$ cat src/rtl/vec_mem_seq.sv
module vec_mem_seq #(
  parameter int AW = 16,
  parameter int DW = 16,
  parameter int IW = 6,
  parameter int RW = 3
) (
  input  logic          clk,
  input  logic          rst_n,
  input  logic          cmd_valid,
  input  logic [1:0]    cmd_op,
  input  logic [RW-1:0] cmd_sel,
  input  logic [AW-1:0] cmd_base,
  input  logic [IW-1:0] cmd_offset,
  input  logic [IW-1:0] cmd_imm,
  output logic          busy,
  output logic          done,
  output logic [IW-1:0] cfg_stride,
  output logic [IW-1:0] cfg_length,
  output logic          mem_req,
  output logic          mem_we,
  output logic [AW-1:0] mem_addr,
  output logic [DW-1:0] mem_wdata,
  input  logic [DW-1:0] mem_rdata,
  input  logic          mem_ready,
  output logic [RW-1:0] vrf_sel,
  output logic [IW-1:0] vrf_idx,
  output logic          vrf_we,
  output logic [DW-1:0] vrf_wdata,
  input  logic [DW-1:0] vrf_rdata
);
  localparam logic [1:0] OP_CFG = 2'b01;
  localparam logic [RW-1:0] SEL_STRIDE = '0;
  localparam logic [RW-1:0] SEL_LENGTH = RW'(1);

  typedef enum logic [1:0] {S_IDLE, S_RUN, S_DONE} st_t;
  st_t st;

  logic [AW-1:0] addr_q;
  logic [IW-1:0] idx_q, stride_q, len_q;
  logic [RW-1:0] sel_q;
  logic          store_q;

  wire accept  = cmd_valid && (st == S_IDLE) && (cmd_op != 2'b00);
  wire is_vec  = cmd_op[1];
  wire is_cfg  = cmd_op == OP_CFG;
  wire last    = idx_q == len_q;
  wire active  = (st == S_RUN) && !last;
  wire xfer    = active && mem_ready;
  wire idx_clr = accept && is_vec;
  wire idx_inc = xfer;

  wire [AW-1:0] off_b = {{(AW-IW-1){cmd_offset[IW-1]}}, cmd_offset, 1'b0};
  wire [AW-1:0] str_b = {{(AW-IW-1){1'b0}}, stride_q, 1'b0};

  always_ff @(posedge clk or negedge rst_n) begin
    if (!rst_n) begin
      st <= S_IDLE;
    end else begin
      case (st)
        S_IDLE:  if (accept) st <= is_vec ? S_RUN : S_DONE;
        S_RUN:   if (last) st <= S_DONE;
        default: st <= S_IDLE;
      endcase
    end
  end

  always_ff @(posedge clk or negedge rst_n) begin
    if (!rst_n) begin
      stride_q <= '0;
      len_q    <= '0;
    end else if (accept && is_cfg) begin
      if (cmd_sel == SEL_STRIDE) stride_q <= cmd_imm;
      if (cmd_sel == SEL_LENGTH) len_q    <= cmd_imm;
    end
  end

  always_ff @(posedge clk or negedge rst_n) begin
    if (!rst_n)       idx_q <= '0;
    else if (idx_clr) idx_q <= '0;
    else if (idx_inc) idx_q <= idx_q + 1'b1;
  end

  always_ff @(posedge clk or negedge rst_n) begin
    if (!rst_n) begin
      addr_q  <= '0;
      sel_q   <= '0;
      store_q <= 1'b0;
    end else if (idx_clr) begin
      addr_q  <= cmd_base + off_b;
      sel_q   <= cmd_sel;
      store_q <= cmd_op[0];
    end else if (xfer) begin
      addr_q  <= addr_q + str_b;
    end
  end

  assign busy       = st != S_IDLE;
  assign done       = st == S_DONE;
  assign cfg_stride = stride_q;
  assign cfg_length = len_q;
  assign mem_req    = active;
  assign mem_we     = active && store_q;
  assign mem_addr   = addr_q;
  assign mem_wdata  = vrf_rdata;
  assign vrf_sel    = sel_q;
  assign vrf_idx    = idx_q;
  assign vrf_we     = xfer && !store_q;
  assign vrf_wdata  = mem_rdata;
endmodule

$ cat config.mk
export PLATFORM = sky130hd
export DESIGN_NAME = vec_mem_seq
export DESIGN_NICKNAME = d
export VERILOG_FILES = /design/src/rtl/vec_mem_seq.sv
export SDC_FILE = /design/constraint.sdc
export NUM_CORES = 1
export LEC_CHECK = 0
export CAP_MARGIN = 20
export CORE_ASPECT_RATIO = 1.25
export CORE_UTILIZATION = 45
export CTS_CLUSTER_DIAMETER = 100
export DETAILED_ROUTE_END_ITERATION = 6
export PLACE_DENSITY_LB_ADDON = 0.12
export SLEW_MARGIN = 20
export SYNTH_ARGS = -nofsm -noshare
export SYNTH_HDL_FRONTEND = slang
export SYNTH_SLANG_ARGS = --single-unit
$ cat constraint.sdc
create_clock -name clk -period 5.15 [get_ports clk]
set_input_delay 0.515 -clock clk [delete_from_list [all_inputs] [get_ports clk]]
set_output_delay 0.515 -clock clk [all_outputs]
set_load 0.02 [all_outputs]
# After elaboration in Yosys (flattened, before gate mapping)
# Index checks and enable logic that the tools add are counted.
# totals
word_cells	43
output_inout_bits	74
ff_bits	40
inputBits	69
# classes
muxes	8
reduce_logical	18
n_eq_ne	7
add_sub_neg	3
# ops
op	n
$mux 16	2
$add 16x16->16	1
$add 16x7->16	1
$mux 6	2
$logic_and 1x1->1	8
$add 6x1->6 const B	1
$eq 6x6->1	1
$mux 2	3
$reduce_and 2->1	3
$reduce_bool 2->1	3
$eq 2x1->1 const B	2
$ne 2x2->1 const B	2
$pmux 2 s2	1
$eq 3x1->1 const B	1
$logic_not 3->1	1
$eq 2x2->1 const B	1
$logic_not 1->1	2
$logic_not 2->1	1

# Longest topological paths before layout
# depth
ltp_word	6
depth_mapped	10
ltp_nobuf	10

# Worst setup path before layout
# Ideal clock, no wire load.
# synth_timing
kind	flip-flop to flip-flop
start	reg addr_q[1] (netlist: mem_addr[1])
end	reg addr_q[13] (netlist: mem_addr[13])
t_required_ns	5.024
n_path_buf	0
synth_period_minus_slack_ns	2.290
slack_ns	2.860
stages_incl_launch_ff	11
t_arrival_ns	2.164
path_cell_list	dfrtp_1 -> ha_1 -> inv_1 -> fa_1 -> nor2b_1 -> o31a_1 -> o21ai_1 -> a2111oi_2 -> xor2_1 -> o21ai_1 -> nand3_1
# synth_via
elab_chain_len	3
# synth_rtl
item	line	source
from (decl)	38	logic [AW-1:0] addr_q;
from (signal assigned)	89	addr_q <= cmd_base + off_b;
from (signal assigned)	93	addr_q <= addr_q + str_b;
$add 16x7->16	93	
$mux 16	92	end else if (xfer) begin
$mux 16	88	end else if (idx_clr) begin
# No other way between the ends. The select of a mux whose other input is x is not followed.
# A chain may end at the register's enable or synchronous reset.

# Worst setup path after layout
# layout_timing
start	reg idx_q[3] (netlist: vrf_idx[3])
end	out vrf_we
# layout_via
elab_chain_len	5
# layout_rtl
item	line	source
from (decl)	39	logic [IW-1:0] idx_q, stride_q, len_q;
from (signal assigned)	80	else if (idx_inc) idx_q <= idx_q + 1'b1;
$eq 6x6->1	46	wire last = idx_q == len_q;
$logic_not 1->1	47	wire active = (st == S_RUN) && !last;
$logic_and 1x1->1	47	
$logic_and 1x1->1	48	wire xfer = active && mem_ready;
$logic_and 1x1->1	107	assign vrf_we = xfer && !store_q;
to (decl)	27	output logic vrf_we,
# No other way between the ends.

==> reports/results.ini <==
[clock_tree]
insertion_delay_ns = 0.30
postCtsSetupBuffers = 0
clk_pin_slew_ns = 0.08
cts_made_buffers = 5
hold_buffers = 0
cts_buffer_depth = 2
root_buffer = clkbuf_8
cts_sinks = 40
cts_tree = done
cts_resized = 0
cts_max_level = 2

[drt]
wl_met2_um = 3610
num_vias = 2533
drt-pass1-iter-count = 4
drtIter0Drc = 58
totalWireLength_um = 6940
wire_per_inst_um = 14.6
top_layer = met4
viasPerCell = 5.32
met1_length_um = 3010
ant_nets = 0
wl_met3_um = 236
drc_errors = 0

[worst_setup_path]
worstPathRequired_ns = 4.64
worst-path-buf-inv = 1
start_kind = register
cp.arrival_ns = 2.42
cpMaxStageDelayCell = o311ai_4
critPathMaxFanout = 9
slowest_delay_ns = 0.63
crit_path_end_kind = primary output
crit_chain = xnor2_2 -> nand4_2 -> o311ai_4 -> nor2_1 -> clkdlybuf4s50_1
worstSetupPathType = register to primary output
critPathTopFamily = compound AO/OA/AOI/OAI gates

[sta]
fin_skew_ns = 0.00727
min_period_ns = 2.93
drv_slew = 0
timing.final.ws_setup_ns = 2.22
hold_violations = 0
min_period_over_period_pct = 56.9
setup_tns_ns = 0
slew_headroom_pct = 38.6
tightest_slew_ns = 0.921
rsz0062_at_grt = false
setup_violations = 0
clock.fmax_ghz = 0.341

[die]
fp.dieW_um = 75.9
pin_count = 143
die_y_um = 94.4
core_area_um2 = 6570
dieArea_um2 = 7170
rows = 33
initial_core_util_pct = 46.8

[hold_path]
hold_class = primary input to asynchronous set/reset pin

[power_and_ir_drop]
ir_drop_v = 0.000210
p_leak_nw = 1.62
p_per_area_nw_per_um2 = 477

[placed_design]
port-buffer-count = 78
dpl_cell_area_um2 = 3680
dp.cells = 468
dp_hpwl_um = 5360
finalWeightedCongestion = 0.821
pre_cts_slack_ns = 2.16

[final_layout]
fin_util_pct = 57.8
stdcell_area_um2 = 3800
fillers = 609
finalNetCount = 480
drive_gt1_share_pct = 7.97
final_cells = 476
antennaDiodeCount = 0
syn2layout_area_growth_pct = 23.4

[yosys]
post-synth-top-area-cell = dfrtp_1
async_reset_ff_share_pct = 100
ys.flop_type = dfrtp_1
synthesis.nets = 433
ys_seq_area_share_pct = 32.5
syn_avg_cell_area_um2 = 9.02
synth.most_common_cell = nand2_1
synthTopCellsByArea = dfrtp_1 33%, ha_1 8.5%, buf_4 7.8%
yosysTopAreaCellShare_pct = 32.5
yosys-top-cells-count = 44 x nand2_1, 40 x dfrtp_1, 32 x buf_4
yosys_register_bits = 40
yosysWarnings = 0
synth_area_um2 = 3080
syn_inst = 341
synth-edff-count = 0
synthDistinctLibCells = 48

[job]
max_cap_violations = 0

[global_routing]
grt_usage_pct = 20.8
grt_pass1_wl_um = 11800
first_global_vias = 2475
grt_max_degree = 41
grt_antenna_before_repair = 0
overflow = 0

[status]
status = finished clean

[where the power goes]
part	internal (mW)	switching, mW	leakage [nW]
combinational	0.477	0.513	1.06
clock	0.144	0.119	0.0541
sequential	0.434	0.125	0.504
total	1.05	0.757	1.62
[layer usage]
layer / vias up / GRT usage [%]
li1: 1265 / -
met1: 1196 / 24.3
met2: 66 / 38.7
met3: 6 / 3.48
met4: 0 / 7.21
met5: - / 0
[logic make-up (layout without fill, tap and decap cells)]
kind of cell / after synthesis / after routing / share of synthesized area [%]
compound gates: 82 / 82 / 17.6
xor+xnor: 27 / 27 / 8.18
fa+ha+maj: 23 / 23 / 9.85
buf+inv: 49 / 97 / 10.4
flops: 40 / 40 / 32.5
mux: 16 / 16 / 5.66
simple gates: 104 / 104 / 15.8
[layout by cell type (no fill, tap or decap), types with 3 or more instances in the layout]
master / Yosys / layout
a21oi_1: 16 / 16
nor2_1: 21 / 21
mux2_2: 11 / 11
nand3_1: 8 / 8
mux2i_1: 5 / 5
o21ai_1: 6 / 6
o21a_1: 4 / 4
a21o_1: 5 / 5
a211oi_1: 5 / 5
nand4_1: 5 / 5
o31a_1: 3 / 3
nand2_1: 44 / 44
ha_1: 21 / 21
and3_1: 3 / 3
dfrtp_1: 40 / 40
xor2_1: 15 / 15
clkdlybuf4s50_1: 0 / 77
nand2b_1: 5 / 5
nor2b_1: 4 / 4
o21ai_0: 27 / 27
xnor2_1: 10 / 10
clkbuf_8: 0 / 5
inv_1: 10 / 10
nor3_1: 4 / 4
[through the flow]
stage | power [mW] | hold slack (ns)
floorplan | 1.20 | 0.219
finish | 1.81 | 0.349
detailed placement | 1.56 | 0.466
CTS | 1.83 | 0.376
global placement | 1.55 | 0.458
global route | 1.95 | 0.416
[final cells by class]
class	instances	area (um2)	area share (%)
repair buffers	79	783	20.6
well taps	87	109	2.87
flip-flops and latches	40	1000	26.4
clock buffers	5	68.8	1.81
multi-input cells	252	1750	46.2
inverters	10	37.5	0.989
clock inverters	3	42.5	1.12
[sequential cells by signal (all words and copies together), names as in the netlist]
name	cells
cfg_length	6
vrf_idx	6
mem_addr	16
vrf_sel	3
store_q	1
st	2
cfg_stride	6
[worst paths after layout]
kind / start / to / slack (ns) / cells after the start
min in group clk: vrf_sel[0]$_DFFE_PN0P_ / vrf_sel[0]$_DFFE_PN0P_ / 0.48 / 2
setup / recovery: vrf_idx[3]$_DFFE_PN0P_ / vrf_we / 2.22 / 5
max in group asynchronous: rst_n / mem_addr[7]$_DFFE_PN0P_ / 4.23 / 1
hold reg to reg: vrf_sel[0]$_DFFE_PN0P_ / vrf_sel[0]$_DFFE_PN0P_ / 0.48 / 2
setup reg to reg: cfg_stride[0]$_DFFE_PN0P_ / mem_addr[13]$_DFFE_PN0P_ / 2.74 / 10
hold / removal: rst_n / cfg_length[1]$_DFFE_PN0P_ / 0.35 / 1
No activity file was read; power rests on OpenSTA's default activity.
